[config.mk]
export PLATFORM = sky130hd
export DESIGN_NAME = pswallow_divider
export DESIGN_NICKNAME = d
export VERILOG_FILES = /design/src/rtl/psw_pkg.sv /design/src/rtl/psw_ratio_reg.sv /design/src/rtl/psw_prescaler.sv /design/src/rtl/psw_counters.sv /design/src/rtl/pswallow_divider.sv
export SDC_FILE = /design/constraint.sdc
export NUM_CORES = 1
export LEC_CHECK = 0
export ABC_AREA = 1
export BUFFER_PORTS_ARGS = -buffer_cell sky130_fd_sc_hd__buf_2
export CORE_ASPECT_RATIO = 0.75
export CORE_UTILIZATION = 30
export CTS_BUF_LIST = sky130_fd_sc_hd__clkbuf_8
export DETAILED_ROUTE_END_ITERATION = 10
export GPL_TIMING_DRIVEN = 1
export MAX_ROUTING_LAYER = met4
export PLACE_DENSITY_LB_ADDON = 0.08
export SYNTH_ARGS = -nofsm -noshare
export SYNTH_HDL_FRONTEND = slang
export SYNTH_SLANG_ARGS = --single-unit
[constraint.sdc]
create_clock -name clk -period 1.7 [get_ports clk]
set_clock_uncertainty 0.05 [all_clocks]
set_input_delay 0.17 -clock clk [delete_from_list [all_inputs] [get_ports clk]]
set_output_delay 0.17 -clock clk [all_outputs]
set_load 0.01 [all_outputs]
[src/rtl/psw_pkg.sv]
package psw_pkg;
   localparam int unsigned DEF_M_W     = 13;
   localparam int unsigned DEF_A_W     = 4;
   localparam int unsigned DEF_MIN     = 240;
   localparam int unsigned DEF_RST     = 256;

   typedef enum logic {
      MOD_LOW  = 1'b0,
      MOD_HIGH = 1'b1
   } mod_e;
endpackage

[src/rtl/psw_ratio_reg.sv]
module psw_ratio_reg #(
   parameter int unsigned M_W       = psw_pkg::DEF_M_W,
   parameter int unsigned A_W       = psw_pkg::DEF_A_W,
   parameter int unsigned MIN_RATIO = psw_pkg::DEF_MIN,
   parameter int unsigned RST_RATIO = psw_pkg::DEF_RST
) (
   input  logic               clk,
   input  logic               rst_n,
   input  logic               we,
   input  logic [M_W+A_W-1:0] ratio_in,
   output logic [M_W-1:0]     pend_m,
   output logic [A_W-1:0]     pend_a,
   output logic               err
);
   localparam int unsigned R_W = M_W + A_W;
   localparam logic [R_W-1:0] RST_VAL = R_W'(RST_RATIO);
   localparam logic [R_W-1:0] MIN_VAL = R_W'(MIN_RATIO);

   logic [M_W-1:0] req_m;
   logic [A_W-1:0] req_a;
   logic           legal;

   assign req_m = ratio_in[R_W-1:A_W];
   assign req_a = ratio_in[A_W-1:0];
   assign legal = (req_m >= M_W'(req_a)) && (ratio_in >= MIN_VAL);

   always_ff @(posedge clk) begin
      if (!rst_n) begin
         pend_m <= RST_VAL[R_W-1:A_W];
         pend_a <= RST_VAL[A_W-1:0];
         err    <= 1'b0;
      end else if (we) begin
         err <= !legal;
         if (legal) begin
            pend_m <= req_m;
            pend_a <= req_a;
         end
      end
   end
endmodule

[src/rtl/psw_prescaler.sv]
module psw_prescaler #(
   parameter int unsigned A_W     = psw_pkg::DEF_A_W,
   parameter bit          HALF_EN = 1'b1
) (
   input  logic clk,
   input  logic rst_n,
   input  logic de,
   input  logic swallow,
   output logic p_end
);
   import psw_pkg::*;

   localparam int unsigned P_W = A_W + 1;
   localparam logic [P_W-1:0] LAST_LO = P_W'((1 << A_W) - 1);
   localparam logic [P_W-1:0] LAST_HI = P_W'(1 << A_W);

   logic           tick;
   logic [P_W-1:0] cnt;
   logic [P_W-1:0] last;
   mod_e           sel;

   generate
      if (HALF_EN) begin : g_half
         logic half_q;
         always_ff @(posedge clk) begin
            if (!rst_n)  half_q <= 1'b0;
            else if (de) half_q <= !half_q;
         end
         assign tick = de ? half_q : 1'b1;
      end else begin : g_direct
         logic unused_de;
         assign unused_de = de;
         assign tick      = 1'b1;
      end
   endgenerate

   assign sel   = swallow ? MOD_HIGH : MOD_LOW;
   assign last  = (sel == MOD_HIGH) ? LAST_HI : LAST_LO;
   assign p_end = tick && (cnt == last);

   always_ff @(posedge clk) begin
      if (!rst_n)     cnt <= '0;
      else if (tick)  cnt <= p_end ? '0 : cnt + 1'b1;
   end
endmodule

[src/rtl/psw_counters.sv]
module psw_counters #(
   parameter int unsigned M_W       = psw_pkg::DEF_M_W,
   parameter int unsigned A_W       = psw_pkg::DEF_A_W,
   parameter int unsigned RST_RATIO = psw_pkg::DEF_RST
) (
   input  logic           clk,
   input  logic           rst_n,
   input  logic           p_end,
   input  logic [M_W-1:0] pend_m,
   input  logic [A_W-1:0] pend_a,
   output logic           swallow,
   output logic           div_pulse,
   output logic           cyc_stb
);
   localparam int unsigned R_W = M_W + A_W;
   localparam logic [R_W-1:0] RST_VAL = R_W'(RST_RATIO);

   logic [M_W-1:0] m_cnt;
   logic [A_W-1:0] a_cnt;
   logic           m_last;
   logic           boundary;

   assign swallow  = (a_cnt != '0);
   assign m_last   = (m_cnt == M_W'(1));
   assign boundary = p_end && m_last;

   always_ff @(posedge clk) begin
      if (!rst_n) begin
         m_cnt     <= RST_VAL[R_W-1:A_W];
         a_cnt     <= RST_VAL[A_W-1:0];
         div_pulse <= 1'b0;
         cyc_stb   <= 1'b0;
      end else begin
         div_pulse <= boundary;
         cyc_stb   <= boundary;
         if (boundary) begin
            m_cnt <= pend_m;
            a_cnt <= pend_a;
         end else if (p_end) begin
            m_cnt <= m_cnt - 1'b1;
            if (swallow) a_cnt <= a_cnt - 1'b1;
         end
      end
   end
endmodule

[src/rtl/pswallow_divider.sv]
module pswallow_divider #(
   parameter int unsigned M_W       = psw_pkg::DEF_M_W,
   parameter int unsigned A_W       = psw_pkg::DEF_A_W,
   parameter int unsigned MIN_RATIO = psw_pkg::DEF_MIN,
   parameter int unsigned RST_RATIO = psw_pkg::DEF_RST,
   parameter bit          HALF_EN   = 1'b1
) (
   input  logic                 clk,
   input  logic                 rst_n,
   input  logic                 de,
   input  logic                 ratio_we,
   input  logic [M_W+A_W-1:0]   ratio_in,
   output logic                 div_pulse,
   output logic                 cyc_stb,
   output logic                 ratio_err,
   output logic                 tp_half
);
   localparam int unsigned R_W = M_W + A_W;

   generate
      if (A_W < 1 || M_W < 2) begin : g_bad_width
         $error("pswallow_divider: counter widths too small");
      end
      if (RST_RATIO < MIN_RATIO || RST_RATIO >= (1 << R_W)) begin : g_bad_rst
         $error("pswallow_divider: reset ratio outside legal range");
      end
      if (MIN_RATIO < (1 << A_W) * ((1 << A_W) - 1)) begin : g_bad_min
         $error("pswallow_divider: minimum ratio cannot guarantee M >= A");
      end
   endgenerate

   logic [M_W-1:0] pend_m;
   logic [A_W-1:0] pend_a;
   logic           swallow;
   logic           p_end;

   psw_ratio_reg #(
      .M_W(M_W), .A_W(A_W), .MIN_RATIO(MIN_RATIO), .RST_RATIO(RST_RATIO)
   ) u_ratio (
      .clk(clk), .rst_n(rst_n), .we(ratio_we), .ratio_in(ratio_in),
      .pend_m(pend_m), .pend_a(pend_a), .err(ratio_err)
   );

   psw_prescaler #(
      .A_W(A_W), .HALF_EN(HALF_EN)
   ) u_pre (
      .clk(clk), .rst_n(rst_n), .de(de), .swallow(swallow), .p_end(p_end)
   );

   psw_counters #(
      .M_W(M_W), .A_W(A_W), .RST_RATIO(RST_RATIO)
   ) u_cnt (
      .clk(clk), .rst_n(rst_n), .p_end(p_end), .pend_m(pend_m),
      .pend_a(pend_a), .swallow(swallow), .div_pulse(div_pulse),
      .cyc_stb(cyc_stb)
   );

   always_ff @(posedge clk) begin
      if (!rst_n)         tp_half <= 1'b0;
      else if (div_pulse) tp_half <= !tp_half;
   end
endmodule

After elaboration in Yosys (flattened, before gate mapping). Index checks and enable logic that the tools add are counted.

ROM bits: 0. Memories: 0. Bits in writable memories: 0. Bits in registers: 43. Latch bits: 0. Output and inout port bits: 4. Word-level logic and storage cells: 36. Bits of input ports: 21.

Magnitude comparators: 2. Add/sub/neg operators: 3. Reductions and logical operators: 11. Div/mod/pow operators: 0. Multiplexer cells: 9. Shifts and indexed selects: 0. Bitwise gates (word level): 0. Equality and inequality tests: 2. Multiply operators: 0.

Operators by type and width (count): $mux 13 (2); $ge 17x8->1 const B (1); $eq 13x1->1 const B (1); $ge 13x4->1 (1); $sub 13x1->13 const B (1); $mux 4 (3); $mux 5 (2); $add 5x1->5 const B (1); $eq 5x5->1 (1); $reduce_and 2->1 (2); $reduce_bool 2->1 (2); $reduce_bool 4->1 (1); $sub 4x1->4 const B (1); $logic_and 1x1->1 (3); $logic_not 1->1 (3); $mux 1 (2).

Depth between registers and ports, before layout. Gate-level depths: netlist (run 1).

Depth after elaboration: 8. Depth in mapped cells: 13. Gate-level depth less buffers: 12.

By module. From an unflattened synthesis (run 1), not the netlist that was laid out.

Cells, all modules: 409. Area, all modules: 2722.6 um^2.

By module, submodules not included: psw_counters (times used 1, area an instance 1370.1 um^2, cells an instance 218, seq. area each 360.3 um^2); psw_ratio_reg (times used 1, area an instance 985.9 um^2, cells an instance 138, seq. area each 360.3 um^2); psw_prescaler (times used 1, area an instance 331.6 um^2, cells an instance 48, seq. area each 120.1 um^2); pswallow_divider (times used 1, area an instance 35.0 um^2, cells an instance 5, seq. area each 20.0 um^2).

Worst setup path after synthesis (run 1). Ideal clock, no wire load.

Path type: register to register. Start: register u_cnt.a_cnt[0]. End: register u_cnt.m_cnt[1]. Path buffers: 0. Setup slack: 139 ps. Arrival time: 1394 ps. Required time: 1533 ps. Cell stages (with the launch flop): 11. Setup time: 117 ps. Period minus slack after synthesis: 1561 ps. Path through: dfxtp_1 > inv_1 > ha_1 > nand3_1 > nand3_1 > nand2_2 > nand2_2 > inv_2 > o21ai_0 > a21oi_1 > nor2_1.

Longest elaborated chain between the ends: 7. Elaborated cells on any way between the ends: 8. Classes of those cells: eq/ne: 1; mux: 3; reduce/logical: 4.

RTL lines: start: declaration (line psw_counters.sv:19) `logic [A_W-1:0] a_cnt;`; start signal: assignment (line psw_counters.sv:30) `a_cnt <= RST_VAL[A_W-1:0];`; start signal: assignment (line psw_counters.sv:38) `a_cnt <= pend_a;`; start signal: assignment (line psw_counters.sv:41) `if (swallow) a_cnt <= a_cnt - 1'b1;`; $reduce_bool 4->1 * (line psw_counters.sv:23) `assign swallow = (a_cnt != '0);`; $mux 1 * (line psw_prescaler.sv:37) `assign sel = swallow ? MOD_HIGH : MOD_LOW;`; $mux 5 * (line psw_prescaler.sv:38) `assign last = (sel == MOD_HIGH) ? LAST_HI : LAST_LO;`; $eq 5x5->1 * (line psw_prescaler.sv:39) `assign p_end = tick && (cnt == last);`; $logic_and 1x1->1 * (line psw_prescaler.sv:39); $logic_and 1x1->1 (line psw_counters.sv:25) `assign boundary = p_end && m_last;`; $mux 13 or $reduce_bool 2->1 (tied branches); end signal: assignment (line psw_counters.sv:29) `m_cnt <= RST_VAL[R_W-1:A_W];`; end signal: assignment (line psw_counters.sv:37) `m_cnt <= pend_m;`; end signal: assignment (line psw_counters.sv:40) `m_cnt <= m_cnt - 1'b1;`; end: declaration (line psw_counters.sv:18) `logic [M_W-1:0] m_cnt;`.

Mark *: on every way between the ends. The rest lies on a longest branch, timed or not. A chain may end at the register's enable or synchronous reset.

Worst setup path after layout (run 1).
Start: register u_cnt.a_cnt[1]. End: register u_cnt.a_cnt[2].

Longest elaborated chain between the ends: 8. Elaborated cells on any way between the ends: 13. Classes of those cells: add/sub: 1; eq/ne: 1; mux: 5; reduce/logical: 6.

RTL lines (line): $reduce_bool 4->1 (psw_counters.sv:23); $mux 1 (psw_prescaler.sv:37); $mux 5 (psw_prescaler.sv:38); $eq 5x5->1 (psw_prescaler.sv:39); $logic_and 1x1->1 (psw_prescaler.sv:39); $logic_and 1x1->1 (psw_counters.sv:25); $reduce_bool 2->1 (no line); $reduce_and 2->1 (no line).

Parallel ways exist; a longest one is shown, timed or not. The select of a mux whose other input is x is not followed.

==> results of run 1 <==
==> worst min path at each step <==
stage	startpoint	to	slack, ns	depth (start not counted)
floorplan	ratio_in[11]	u_ratio.pend_m[7]	0.26	2
global placement	ratio_in[11]	u_ratio.pend_m[7]	0.38	3
detailed placement	ratio_in[11]	u_ratio.pend_m[7]	0.37	3
CTS	ratio_in[11]	u_ratio.pend_m[7]	0.06	3
global route	ratio_in[11]	u_ratio.pend_m[7]	0.07	3
finish	ratio_in[11]	u_ratio.pend_m[7]	0.07	3
==> sequential cells by signal (all words and copies together), names as in the netlist <==
name	count
u_cnt.m_cnt	13
u_ratio.pend_m	13
u_pre.cnt	5
u_cnt.a_cnt	4
u_ratio.pend_a	4
tp_half	1
u_cnt.cyc_stb	1
u_pre.g_half.half_q	1
u_ratio.err	1
==> power groups by stage <==
stage	clock network [mW]	registers [mW]	logic [mW]
floorplan	0	1.08	0.118
global placement	0	1.09	0.185
detailed placement	0	1.09	0.189
CTS	0.673	1.07	0.189
global route	0.711	1.07	0.223
finish	0.641	1.07	0.188
==> cells in the final DEF, fill, tap and decap left out <==
| cell type | Yosys | routed |
|---|---|---|
| xor2_1 | 6 | 6 |
| nand3_4 | 1 | 1 |
| o211ai_1 | 8 | 8 |
| o21ai_2 | 1 | 1 |
| ha_4 | 0 | 1 |
| buf_12 | 0 | 1 |
| buf_6 | 1 | 1 |
| nand2_2 | 6 | 4 |
| or2_2 | 1 | 1 |
| nor4_1 | 2 | 2 |
| a21oi_1 | 28 | 28 |
| o21ai_1 | 1 | 3 |
| nand2_1 | 65 | 62 |
| xnor2_1 | 1 | 1 |
| nor2_8 | 1 | 1 |
| nand4_1 | 3 | 3 |
| o21ai_0 | 22 | 20 |
| ha_2 | 0 | 2 |
| a21boi_2 | 0 | 1 |
| buf_2 | 5 | 24 |
| nor2_1 | 46 | 41 |
| nand3_1 | 34 | 30 |
| buf_4 | 1 | 23 |
| inv_1 | 43 | 40 |
| nand3_2 | 2 | 6 |
| a21oi_2 | 1 | 1 |
| ha_1 | 8 | 5 |
| inv_4 | 0 | 1 |
| nor2_4 | 1 | 3 |
| nand2_4 | 0 | 5 |
| dfxtp_2 | 0 | 5 |
| clkinv_2 | 0 | 1 |
| nor2_2 | 3 | 6 |
| o22ai_1 | 1 | 1 |
| inv_2 | 4 | 6 |
| clkbuf_8 | 0 | 5 |
| nand3b_1 | 3 | 3 |
| clkinv_4 | 0 | 1 |
| dfxtp_1 | 43 | 38 |
| clkinv_1 | 1 | 1 |
==> final cells by class <==
class                           instances  area, um2
Sequential cell                        43        867
Fill cell                             823       4570
Inverter                               48        183
Timing Repair Buffer                   49        324
Tap cell                              101        126
Clock inverter                          2       13.8
Clock buffer                            5       68.8
Multi-Input combinational cell        246       1380
==> cells in the mapped netlist, types with 2 or more instances <==
master,number
a21oi_1,28
nor2_2,3
buf_2,5
clkbuf_1,4
nand3b_1,3
nor4_1,2
nand2_1,65
o211ai_1,8
o21ai_0,22
ha_1,8
inv_2,4
nand2_2,6
nand3_1,34
nor2_1,46
nand3_2,2
nand4_1,3
buf_1,3
dfxtp_1,43
inv_1,43
xor2_1,6
==> kinds of logic (layout without fill, tap and decap cells) <==
group | Yosys count | in the layout | share of synthesized area [%]
compound gates | 63 | 63 | 14.5
xor+xnor | 7 | 7 | 2.56
simple gates | 168 | 168 | 32.3
flops | 43 | 43 | 36.0
buf+inv | 62 | 104 | 10.5
fa+ha+maj | 8 | 8 | 4.19
==> metal layers <==
layer  vias to the layer above  track usage [%]  share of wire [%]
met5                         -                -                  0
met1                       973             22.4                 57
li1                       1217                -                  -
met3                         5             2.46                3.0
met2                        42             21.5                 39
met4                         0             4.23               0.91
==> per-stage QoR <==
step	power, mW	setup slack, ns	cell area, um2	setup TNS, ns
after floorplan	1.20	0.139	2390	0
after detailed placement	1.28	-0.0144	2760	-0.0337
after CTS	1.93	0.0117	2850	0
final	1.90	0.0797	2960	0
after global routing	2.01	-0.0295	2960	-0.119
after global placement	1.28	0.00122	2760	0
==> worst reg2reg max path, cell delays in order, from the launching register on <==
cell and delay (ns):
dfxtp_2 0.34, inv_2 0.08, ha_4 0.16, nand2_4 0.05
nor2_4 0.10, nand3_2 0.09, nand2_4 0.09, buf_6 0.10
nand3_4 0.09, buf_12 0.15, nand2_1 0.05, nand2_1 0.05
nor2_1 0.08, nor2_1 0.05
==> what timing repair did <==
item                       4_1_cts  5_1_grt
cloned                           0        0
setup endpoints to repair        1       21
setup buffers                    0        1
pin swaps                        0       10
resized for setup                1       35
==> impl_metrics.csv, run 1 <==
group,metric,value,unit
power,p_leak,1.37,nW
layout,fin_nets,422,
yosys,synth_flop_cell,"dfxtp_1",
detailed_routing,drt_first_pass_iters,4,
clocking,clkSlewWorstSetupHoldPaths,0.08,ns
worst_hold_path,hold_path.class,"input port to flop",
worst_setup_path,worstSetupPathType,"flop to flop",
worst_setup_path,crit_start,"u_cnt.a_cnt[1]",
floorplan,core,7530,um2
timing,drv_slew,0,
layout,stdcell_count,494,
yosys,synthesis.area,2390,um2
timing,slew-limit-headroom,67.5,%
worst_setup_path,cp_slowest_cell,"dfxtp_2",
power,pwr-share-comb,9.9,%
run_status,outcome,"complete, no violations",
run,cap_violations,0,
worst_setup_path,crit_path_end_kind,"flop",
detailed_routing,ant_nets,0,
yosys,ys_ff_latch,43,
power,p_sw_share,26.0,%
grt,grt_pass1_vias,2088,
detailed_routing,wl,5830,um
clocking,htree_num_levels,2,
clocking,cts-root-buf,"clkbuf_8",
timing,finalCritPeriodShare,95.3,%
worst_setup_path,cpLargestDelayFamily,"simple AND/OR/NAND/NOR gates",
clocking,clk_path_buf_depth,2,
yosys,syn-num-nets,380,
floorplan,rows,27,
yosys,synth-edff-count,0,
yosys,async_flop_share,0,%
power,p_int,1.40,mW
place,dp_hpwl,4370,um
grt,grtUsageTotal,15.3,%
worst_setup_path,cp_cell_sequence,"inv_2 -> ha_4 -> nand2_4 -> nor2_4 -> nand3_2 -> nand2_4 -> buf_6 -> nand3_4 -> buf_12 -> nand2_1 -> nand2_1 -> nor2_1 -> nor2_1",
detailed_routing,drc,0,
yosys,yosys.area.top_type_share,36.0,%
grt,globalRouteOverflowTotal,0,
worst_setup_path,reg2regPathDepth,13,
timing,holdWs,0.0653,ns
floorplan,die_w,105,um
layout,utilization,39.3,%
timing,rsz0062_at_grt,"yes",
detailed_routing,drtIter0Drc,89,
clocking,cts_buffers,5,
grt,grt_first_pass_wirelength,9890,um
yosys,synth_cell_types,33,
worst_setup_path,timing.rr.end,"u_cnt.a_cnt[2]",
worst_setup_path,path_buf_inv,3,
grt,antenna_found_initial,0,
worst_setup_path,path_depth,13,
place,placed_cells,486,
floorplan,fp.dieArea,8330,um2
timing,max_freq,617,MHz
worst_setup_path,r2r-start,"u_cnt.a_cnt[1]",
layout,area_growth,23.8,%
power,seqPwrFrac,56.3,%
layout,drive_above_1_share,25.7,%
worst_setup_path,crit_path_max_incr_delay,0.34,ns
timing,worstMarginPinSlew,0.487,ns
detailed_routing,post_drt_wl_per_cell,11.8,um
clocking,cts_num_sinks,43,
power,clkPwrFrac,33.8,%
yosys,synthTopCellsByArea,"dfxtp_1 36%, nand2_1 10%, nor2_1 7.2%, nand3_1 7.1%, inv_1 6.8%",
yosys,avgSynthCellArea,6.81,um2
worst_setup_path,cp_max_fo,6,
place,numPortBuffers,24,
timing,setup_violations,0,
grt,grt_max_degree,30,
yosys,yosys_warnings,0,
power,ir_drop,0.396,mV
floorplan,die_y,79.3,um
timing,finalHoldViolations,0,
worst_setup_path,r2r_setup_slack,0.08,ns
floorplan,start_util,31.7,%
power,p_sw,493,uW
yosys,synth_cells,351,
worst_setup_path,worstPathArrival,1.76,ns
detailed_routing,viasPerCell,4.53,
floorplan,io_pins,25,
power,p_per_area,641,nW/um2
worst_setup_path,worstSetupEndpoint,"u_cnt.a_cnt[2]",
yosys,synth.largest_area_cell,"dfxtp_1",
place,place.gp.congestion,0.809,
worst_setup_path,cp.required,1.84,ns
timing,period_minus_slack,1.62,ns
clocking,insertion_delay,0.29,ns
clocking,cts_hold_buf,0,
clocking,cts_tree,"yes",
worst_setup_path,cp-start-kind,"flop",
yosys,seq_area_frac_synth,36.0,%
layout,antennaDiodeCount,0,
detailed_routing,num_vias,2237,
No activity file was read; power rests on OpenSTA's default activity.
==> inputs of run 2 (changes only) <==
- ABC_AREA: 1 -> default
- SLEW_MARGIN: default -> 10
==> run 2 against run 1 <==
  * Cell area grew 18%
  * Cell count is 4.5% lower
  * Sequential power about the same
  * The run now ends with setup timing left
  * Core utilization rose by 5.1 points
  * Total power rose by 1.8%
  * Hold slack is essentially flat
  * Critical path depth shrank 7
  * Die area increased by 1.6%
  * Clock power grew 2%
  * Critical endpoint is now u_cnt.a_cnt[1]
  * Non-clock buffer count is 43 higher
  * Largest power group unchanged
  * Via count is 3.8% higher
==> impl_metrics.csv, run 2 <==
group,metric,value,unit
worst_setup_path,reg2regPathDepth,6,
floorplan,die_w,106,um
run_status,outcome,"finished, violations left",
place,numPortBuffers,24,
detailed_routing,viasPerCell,4.92,
floorplan,io_pins,25,
yosys,synth.most_common_cell,"nand2_1",
layout,antennaDiodeCount,0,
yosys,synthTopCellsByArea,"dfxtp_1 35%, mux2i_1 9.9%, nand2_1 8.7%, ha_1 4.1%, o32ai_1 4.0%",
yosys,avgSynthCellArea,8.53,um2
detailed_routing,post_drt_wl_per_cell,14.3,um
layout,area_growth,43.8,%
floorplan,start_util,30.8,%
grt,gr-usage-met2,27.5,%
detailed_routing,drt_first_pass_iters,4,
power,ir_drop,0.270,mV
clocking,cts_num_sinks,43,
yosys,yosys.area.top_type_share,35.4,%
clocking,cts-root-buf,"clkbuf_8",
yosys,yosys_warnings,0,
yosys,ys_ff_latch,43,
worst_setup_path,worstSetupEndpoint,"u_cnt.a_cnt[1]",
clocking,cts_hold_buf,0,
timing,rsz0062_at_grt,"yes",
worst_setup_path,crit_path_max_incr_delay,0.38,ns
power,p_leak,1.53,nW
place,placed_cells,448,
timing,setup_violations,6,
grt,antenna_found_initial,0,
layout,stdcell_count,472,
clocking,clkSlewWorstSetupHoldPaths,0.09,ns
layout,mostFrequentLayoutCells,"60 x buf_4, 54 x nand2_1, 37 x dfxtp_1",
yosys,seq_area_frac_synth,35.4,%
grt,grt_max_degree,37,
detailed_routing,ant_nets,0,
yosys,synth_flop_cell,"dfxtp_1",
detailed_routing,drtIter0Drc,124,
yosys,syn-num-nets,314,
yosys,synth-edff-count,0,
place,place.gp.congestion,0.757,
layout,fin_nets,395,
worst_setup_path,crit_start,"u_cnt.a_cnt[1]",
yosys,synth_cells,285,
timing,drv_slew,0,
layout,drive_above_1_share,41.1,%
worst_setup_path,cp-start-kind,"flop",
worst_setup_path,cp_cell_sequence,"inv_2 -> ha_4 -> or3b_4 -> and4_4 -> o21ai_4 -> o32ai_1",
place,dp_hpwl,4850,um
detailed_routing,wl,6760,um
floorplan,core,7880,um2
clocking,insertion_delay,0.30,ns
worst_setup_path,cp_max_fo,8,
timing,slew-limit-headroom,51.5,%
clocking,htree_num_levels,2,
grt,use_met1,22.4,%
worst_setup_path,cp.required,1.80,ns
worst_hold_path,hold_path.class,"input port to flop",
grt,globalRouteOverflowTotal,0,
floorplan,rows,28,
floorplan,die_y,79.9,um
timing,worstMarginPinSlew,0.727,ns
clocking,cts_buffers,5,
worst_setup_path,worstPathArrival,1.83,ns
yosys,synthesis.area,2430,um2
grt,met3_usage,3.10,%
grt,grt_pass1_vias,2256,
worst_setup_path,timing.rr.end,"u_cnt.a_cnt[1]",
run,cap_violations,0,
run_status,violations,"setup timing",
yosys,synth.largest_area_cell,"dfxtp_1",
timing,max_freq,580,MHz
detailed_routing,num_vias,2323,
yosys,yosys-top-cells-count,"56 x nand2_1, 43 x dfxtp_1, 24 x mux2i_1, 13 x inv_1, 13 x nor2_1",
yosys,async_flop_share,0,%
power,p_per_area,552,nW/um2
clocking,clk_path_buf_depth,2,
grt,grt_first_pass_wirelength,11000,um
layout,largestRegisters,"u_cnt.m_cnt x13, u_ratio.pend_m x13, u_pre.cnt x5",
worst_setup_path,worstSetupPathType,"flop to flop",
floorplan,fp.dieArea,8470,um2
detailed_routing,drc,0,
layout,utilization,44.3,%
timing,period_minus_slack,1.72,ns
timing,setup_ws,-0.0231,ns
yosys,synth_cell_types,51,
worst_setup_path,r2r-start,"u_cnt.a_cnt[1]",
worst_setup_path,crit_path_end_kind,"flop",
layout,final_common_cell,"buf_4",
grt,grtUsageTotal,17.2,%
worst_setup_path,r2r_setup_slack,-0.02,ns
timing,finalCritPeriodShare,101,%
timing,finalHoldViolations,0,
clocking,cts_tree,"yes",
worst_setup_path,cp_slowest_cell,"or3b_4",
grt,grt_busiest_layer,"met2",
-- run 2: per-layer routing --
layer	share of wire, %	wire [um]
met1	51	3440
met2	45	3030
met3	3.2	218
met4	1.2	79
met5	0	0
-- run 2: power breakdown --
group	switching (mW)	total [mW]	internal, mW
Clock	0.375	0.657	0.282
Sequential	0.0252	1.07	1.04
Combinational	0.111	0.207	0.0962
Total	0.511	1.93	1.42
-- run 2: final cells by class --
class,instances,area [um2]
clock buffers,5,68.8
clock inverters,3,16.3
fillers,811,4390
inverters,13,48.8
multi-input cells,211,1690
flip-flops and latches,43,868
well taps,105,131
repair buffers,92,669
-- run 2: how the worst min path moves through the flow --
stage / start / endpoint / depth (start not counted)
2_1_floorplan: ratio_we / u_ratio.pend_m[6] / 2
3_3_place_gp: ratio_in[10] / u_ratio.pend_m[6] / 3
3_5_place_dp: ratio_in[10] / u_ratio.pend_m[6] / 3
4_1_cts: ratio_in[10] / u_ratio.pend_m[6] / 3
5_1_grt: ratio_in[10] / u_ratio.pend_m[6] / 3
6_report: ratio_in[10] / u_ratio.pend_m[6] / 3
-- run 2: per-stage QoR --
step           instance area [um2]  setup WS, ns  TNS [ns]  total power, mW  hold slack (ns)
6_report                      3490       -0.0231   -0.0783             1.93           0.0658
5_1_grt                       3490       -0.0873     -1.04             2.03           0.0677
4_1_cts                       3400       -0.0157   -0.0531             1.96           0.0560
3_5_place_dp                  3080        -0.169     -4.10             1.30            0.376
3_3_place_gp                  3080        -0.144     -3.43             1.30            0.378
2_1_floorplan                 2530       0.00497         0             1.21            0.257
-- run 2: kinds of logic after synthesis --
kind of cell | after synthesis | synth area share (%)
DFF | 43 | 35.4
xor gates and xnor gates | 5 | 1.80
and+or+nand+nor | 121 | 25.4
AOI/OAI and AO/OA | 50 | 16.5
buffers and inverters | 31 | 5.46
adders and majority gates | 8 | 4.12
muxes | 27 | 11.3
-- run 2: worst max-delay path: cells and delay by family (launching register included) --
family	cells	cell delay, ns
flip-flops	1	0.33
AND/OR/NAND/NOR	2	0.58
buffers and inverters	1	0.07
adder cells (fa/ha/maj)	1	0.14
AO/OA/AOI/OAI	2	0.41
-- run 2: repair_timing --
item / in CTS / in global routing
endpoints found under the setup margin: 23 / 19
buffers inserted: 12 / 4
pin swaps: 7 / 6
endpoints found under the hold margin: 0 / 0
resized for setup: 32 / 13
==> inputs of run 3 (changes only) <==
--- a/config.mk
+++ b/config.mk
@@ -8,4 +8,5 @@
 export BUFFER_PORTS_ARGS = -buffer_cell sky130_fd_sc_hd__buf_2
 export CORE_ASPECT_RATIO = 0.75
+export CORE_MARGIN = 2
 export CORE_UTILIZATION = 30
 export CTS_BUF_LIST = sky130_fd_sc_hd__clkbuf_8
@@ -14,5 +15,4 @@
 export MAX_ROUTING_LAYER = met4
 export PLACE_DENSITY_LB_ADDON = 0.08
-export SLEW_MARGIN = 10
 export SYNTH_ARGS = -nofsm -noshare
 export SYNTH_HDL_FRONTEND = slang
==> constraint.sdc (replaced) <==
create_clock -name clk -period 1.7 [get_ports clk]
set_clock_uncertainty 0.05 [all_clocks]
set_input_delay 0.085 -clock clk [delete_from_list [all_inputs] [get_ports clk]]
set_output_delay 0.085 -clock clk [all_outputs]
set_load 0.01 [all_outputs]
==> run 3 against run 2 <==
  * The flow still finishes with violations (setup timing)
  * Register-to-register slack worse by 0.02 ns
  * Fmax is 1.1% lower
  * Clock-buffer cell count stayed put
  * Cell area is 8.9% higher
  * Cell count is 1.5% higher
  * Total power is 11% higher
  * Sequential cell count stayed put
  * Global-route usage is 0.52 points lower
  * Critical path type unchanged
  * Critical endpoint is now u_cnt.a_cnt[0]
==> impl_metrics.csv, run 3 (synthesis results as in run 2) <==
group,metric,value,unit
timing,finalHoldViolations,0,
grt,grt_pass1_vias,2258,
power,p_per_area,562,nW/um2
layout,drive_above_1_share,43.9,%
worst_setup_path,cp_max_fo,8,
grt,grt_first_pass_wirelength,11100,um
clocking,clk_path_buf_depth,2,
detailed_routing,drc,0,
detailed_routing,wl,7190,um
detailed_routing,drtIter0Drc,119,
timing,drv_slew,0,
power,power,2.14,mW
floorplan,start_util,30.8,%
clocking,htree_num_levels,2,
timing,slew-limit-headroom,44.9,%
grt,globalRouteOverflowTotal,0,
clocking,clkSlewWorstSetupHoldPaths,0.10,ns
layout,antennaDiodeCount,0,
timing,max_freq,574,MHz
run_status,outcome,"finished, violations left",
worst_setup_path,worstSetupPathType,"flop to flop",
layout,fill_cells,772,
worst_setup_path,cp.required,1.81,ns
worst_setup_path,cp_cell_sequence,"inv_2 -> ha_4 -> or3b_4 -> and4_4 -> o21ai_4 -> o32ai_2",
run_status,violations,"setup timing",
worst_setup_path,worstPathArrival,1.85,ns
clocking,cts-root-buf,"clkbuf_8",
place,pre_cts_ws,-0.376,ns
worst_setup_path,path_buf_inv,1,
grt,grt_max_degree,54,
detailed_routing,viasPerCell,4.98,
floorplan,fp.dieArea,8840,um2
worst_hold_path,hold_path.class,"input port to flop",
worst_setup_path,cp-start-kind,"flop",
layout,fin_nets,402,
floorplan,die_y,81.9,um
timing,worstMarginPinSlew,0.826,ns
floorplan,rows,28,
timing,setup_violations,9,
worst_setup_path,cpLargestDelayFamily,"simple AND/OR/NAND/NOR gates",
layout,largestRegisters,"u_cnt.m_cnt x13, u_ratio.pend_m x13, u_pre.cnt x5",
floorplan,die_w,108,um
worst_setup_path,crit_path_end_kind,"flop",
detailed_routing,post_drt_wl_per_cell,15.0,um
place,place.gp.congestion,0.784,
timing,rsz0062_at_grt,"yes",
layout,mostFrequentLayoutCells,"53 x nand2_1, 51 x buf_4, 37 x dfxtp_1",
run,cap_violations,0,
floorplan,core,7880,um2
detailed_routing,drt_first_pass_iters,4,
floorplan,io_pins,25,
timing,setup_ws,-0.0427,ns
worst_setup_path,cp_slowest_cell,"or3b_4",
clocking,cts_tree,"yes",
place,numPortBuffers,24,
detailed_routing,num_vias,2387,
place,dp_hpwl,4700,um
clocking,cts_buffers,5,
grt,antenna_found_initial,0,
timing,finalCritPeriodShare,103,%
clocking,insertion_delay,0.31,ns
timing,period_minus_slack,1.74,ns
layout,area_growth,56.6,%
clocking,cts_num_sinks,43,
worst_setup_path,crit_path_max_incr_delay,0.37,ns
grt,grtUsageTotal,16.7,%
detailed_routing,ant_nets,0,
layout,final_common_cell,"nand2_1",
power,ir_drop,0.285,mV
power,p_leak,1.64,nW
run 3: changes by cell type in the layout (fill, tap and decap cells not counted), sizes merged:
cell,change
dlymetal6s4s,+1
clkinv,+1
buf,-4
dlygate4sd3,+8
inv,-1
clkinvlp,-1
bufinv,+1
clkbuf,+2
run 3: metal layers:
layer	track usage [%]	vias up	part of all wire, %
met4	5.00	0	1.1
li1	-	1210	-
met5	-	-	0
met1	22.4	1140	51
met3	2.86	8	2.8
met2	26.0	29	45
run 3: final cells by class:
class | count | area, um2 | share of cell area (%)
inverters | 13 | 51.3 | 1.35
clock buffers | 5 | 68.8 | 1.81
repair buffers | 99 | 820 | 21.5
flip-flops and latches | 43 | 871 | 22.9
multi-input cells | 211 | 1820 | 47.8
clock inverters | 3 | 43.8 | 1.15
well taps | 105 | 131 | 3.45
run 3: stage by stage:
| stage | cells | setup TNS [ns] | util [%] | hold slack (ns) | cell area (um2) |
|---|---|---|---|---|---|
| floorplan | 285 | 0 | - | 0.172 | 2510 |
| global placement | 444 | -7.36 | 38.5 | 0.288 | 3030 |
| detailed placement | 444 | -7.61 | 38.5 | 0.286 | 3030 |
| CTS | 468 | -0.129 | 43.3 | 0.0131 | 3420 |
| global route | 479 | -0.952 | 48.3 | 0.0210 | 3810 |
| finish | 479 | -0.140 | 48.3 | 0.0216 | 3810 |
run 3: final timing paths:
check                          from            endpoint  slack [ns]  depth (start not counted)
setup / recovery     u_cnt.a_cnt[0]      u_cnt.a_cnt[0]       -0.04                          6
hold / removal         ratio_in[16]  u_ratio.pend_m[12]        0.02                          3
setup reg to reg     u_cnt.a_cnt[0]      u_cnt.a_cnt[0]       -0.04                          6
hold reg to reg   u_ratio.pend_m[1]   u_ratio.pend_m[1]        0.41                          2
run 3: report_power, final:
group / internal [mW] / switching [mW] / total, mW / leakage, nW
sequential: 1.04 / 0.0263 / 1.07 / 0.354
combinational: 0.125 / 0.118 / 0.243 / 1.23
clock: 0.438 / 0.393 / 0.831 / 0.0581
total: 1.60 / 0.537 / 2.14 / 1.64
run 3: worst min-delay path, delay by kind of cell:
kind	cells	cell delay, ns
AND/OR/NAND/NOR	1	0.06
buffers and inverters	1	0.12
multiplexers	1	0.06
run 3: repair_timing:
action / in CTS / in global routing
gates resized for setup: 23 / 55
hold buffers: 9 / 0
setup buffers: 7 / 10
endpoints found under the hold margin: 9 / 0
setup endpoints to repair: 35 / 38
pin swaps: 6 / 24
cloned: 0 / 2
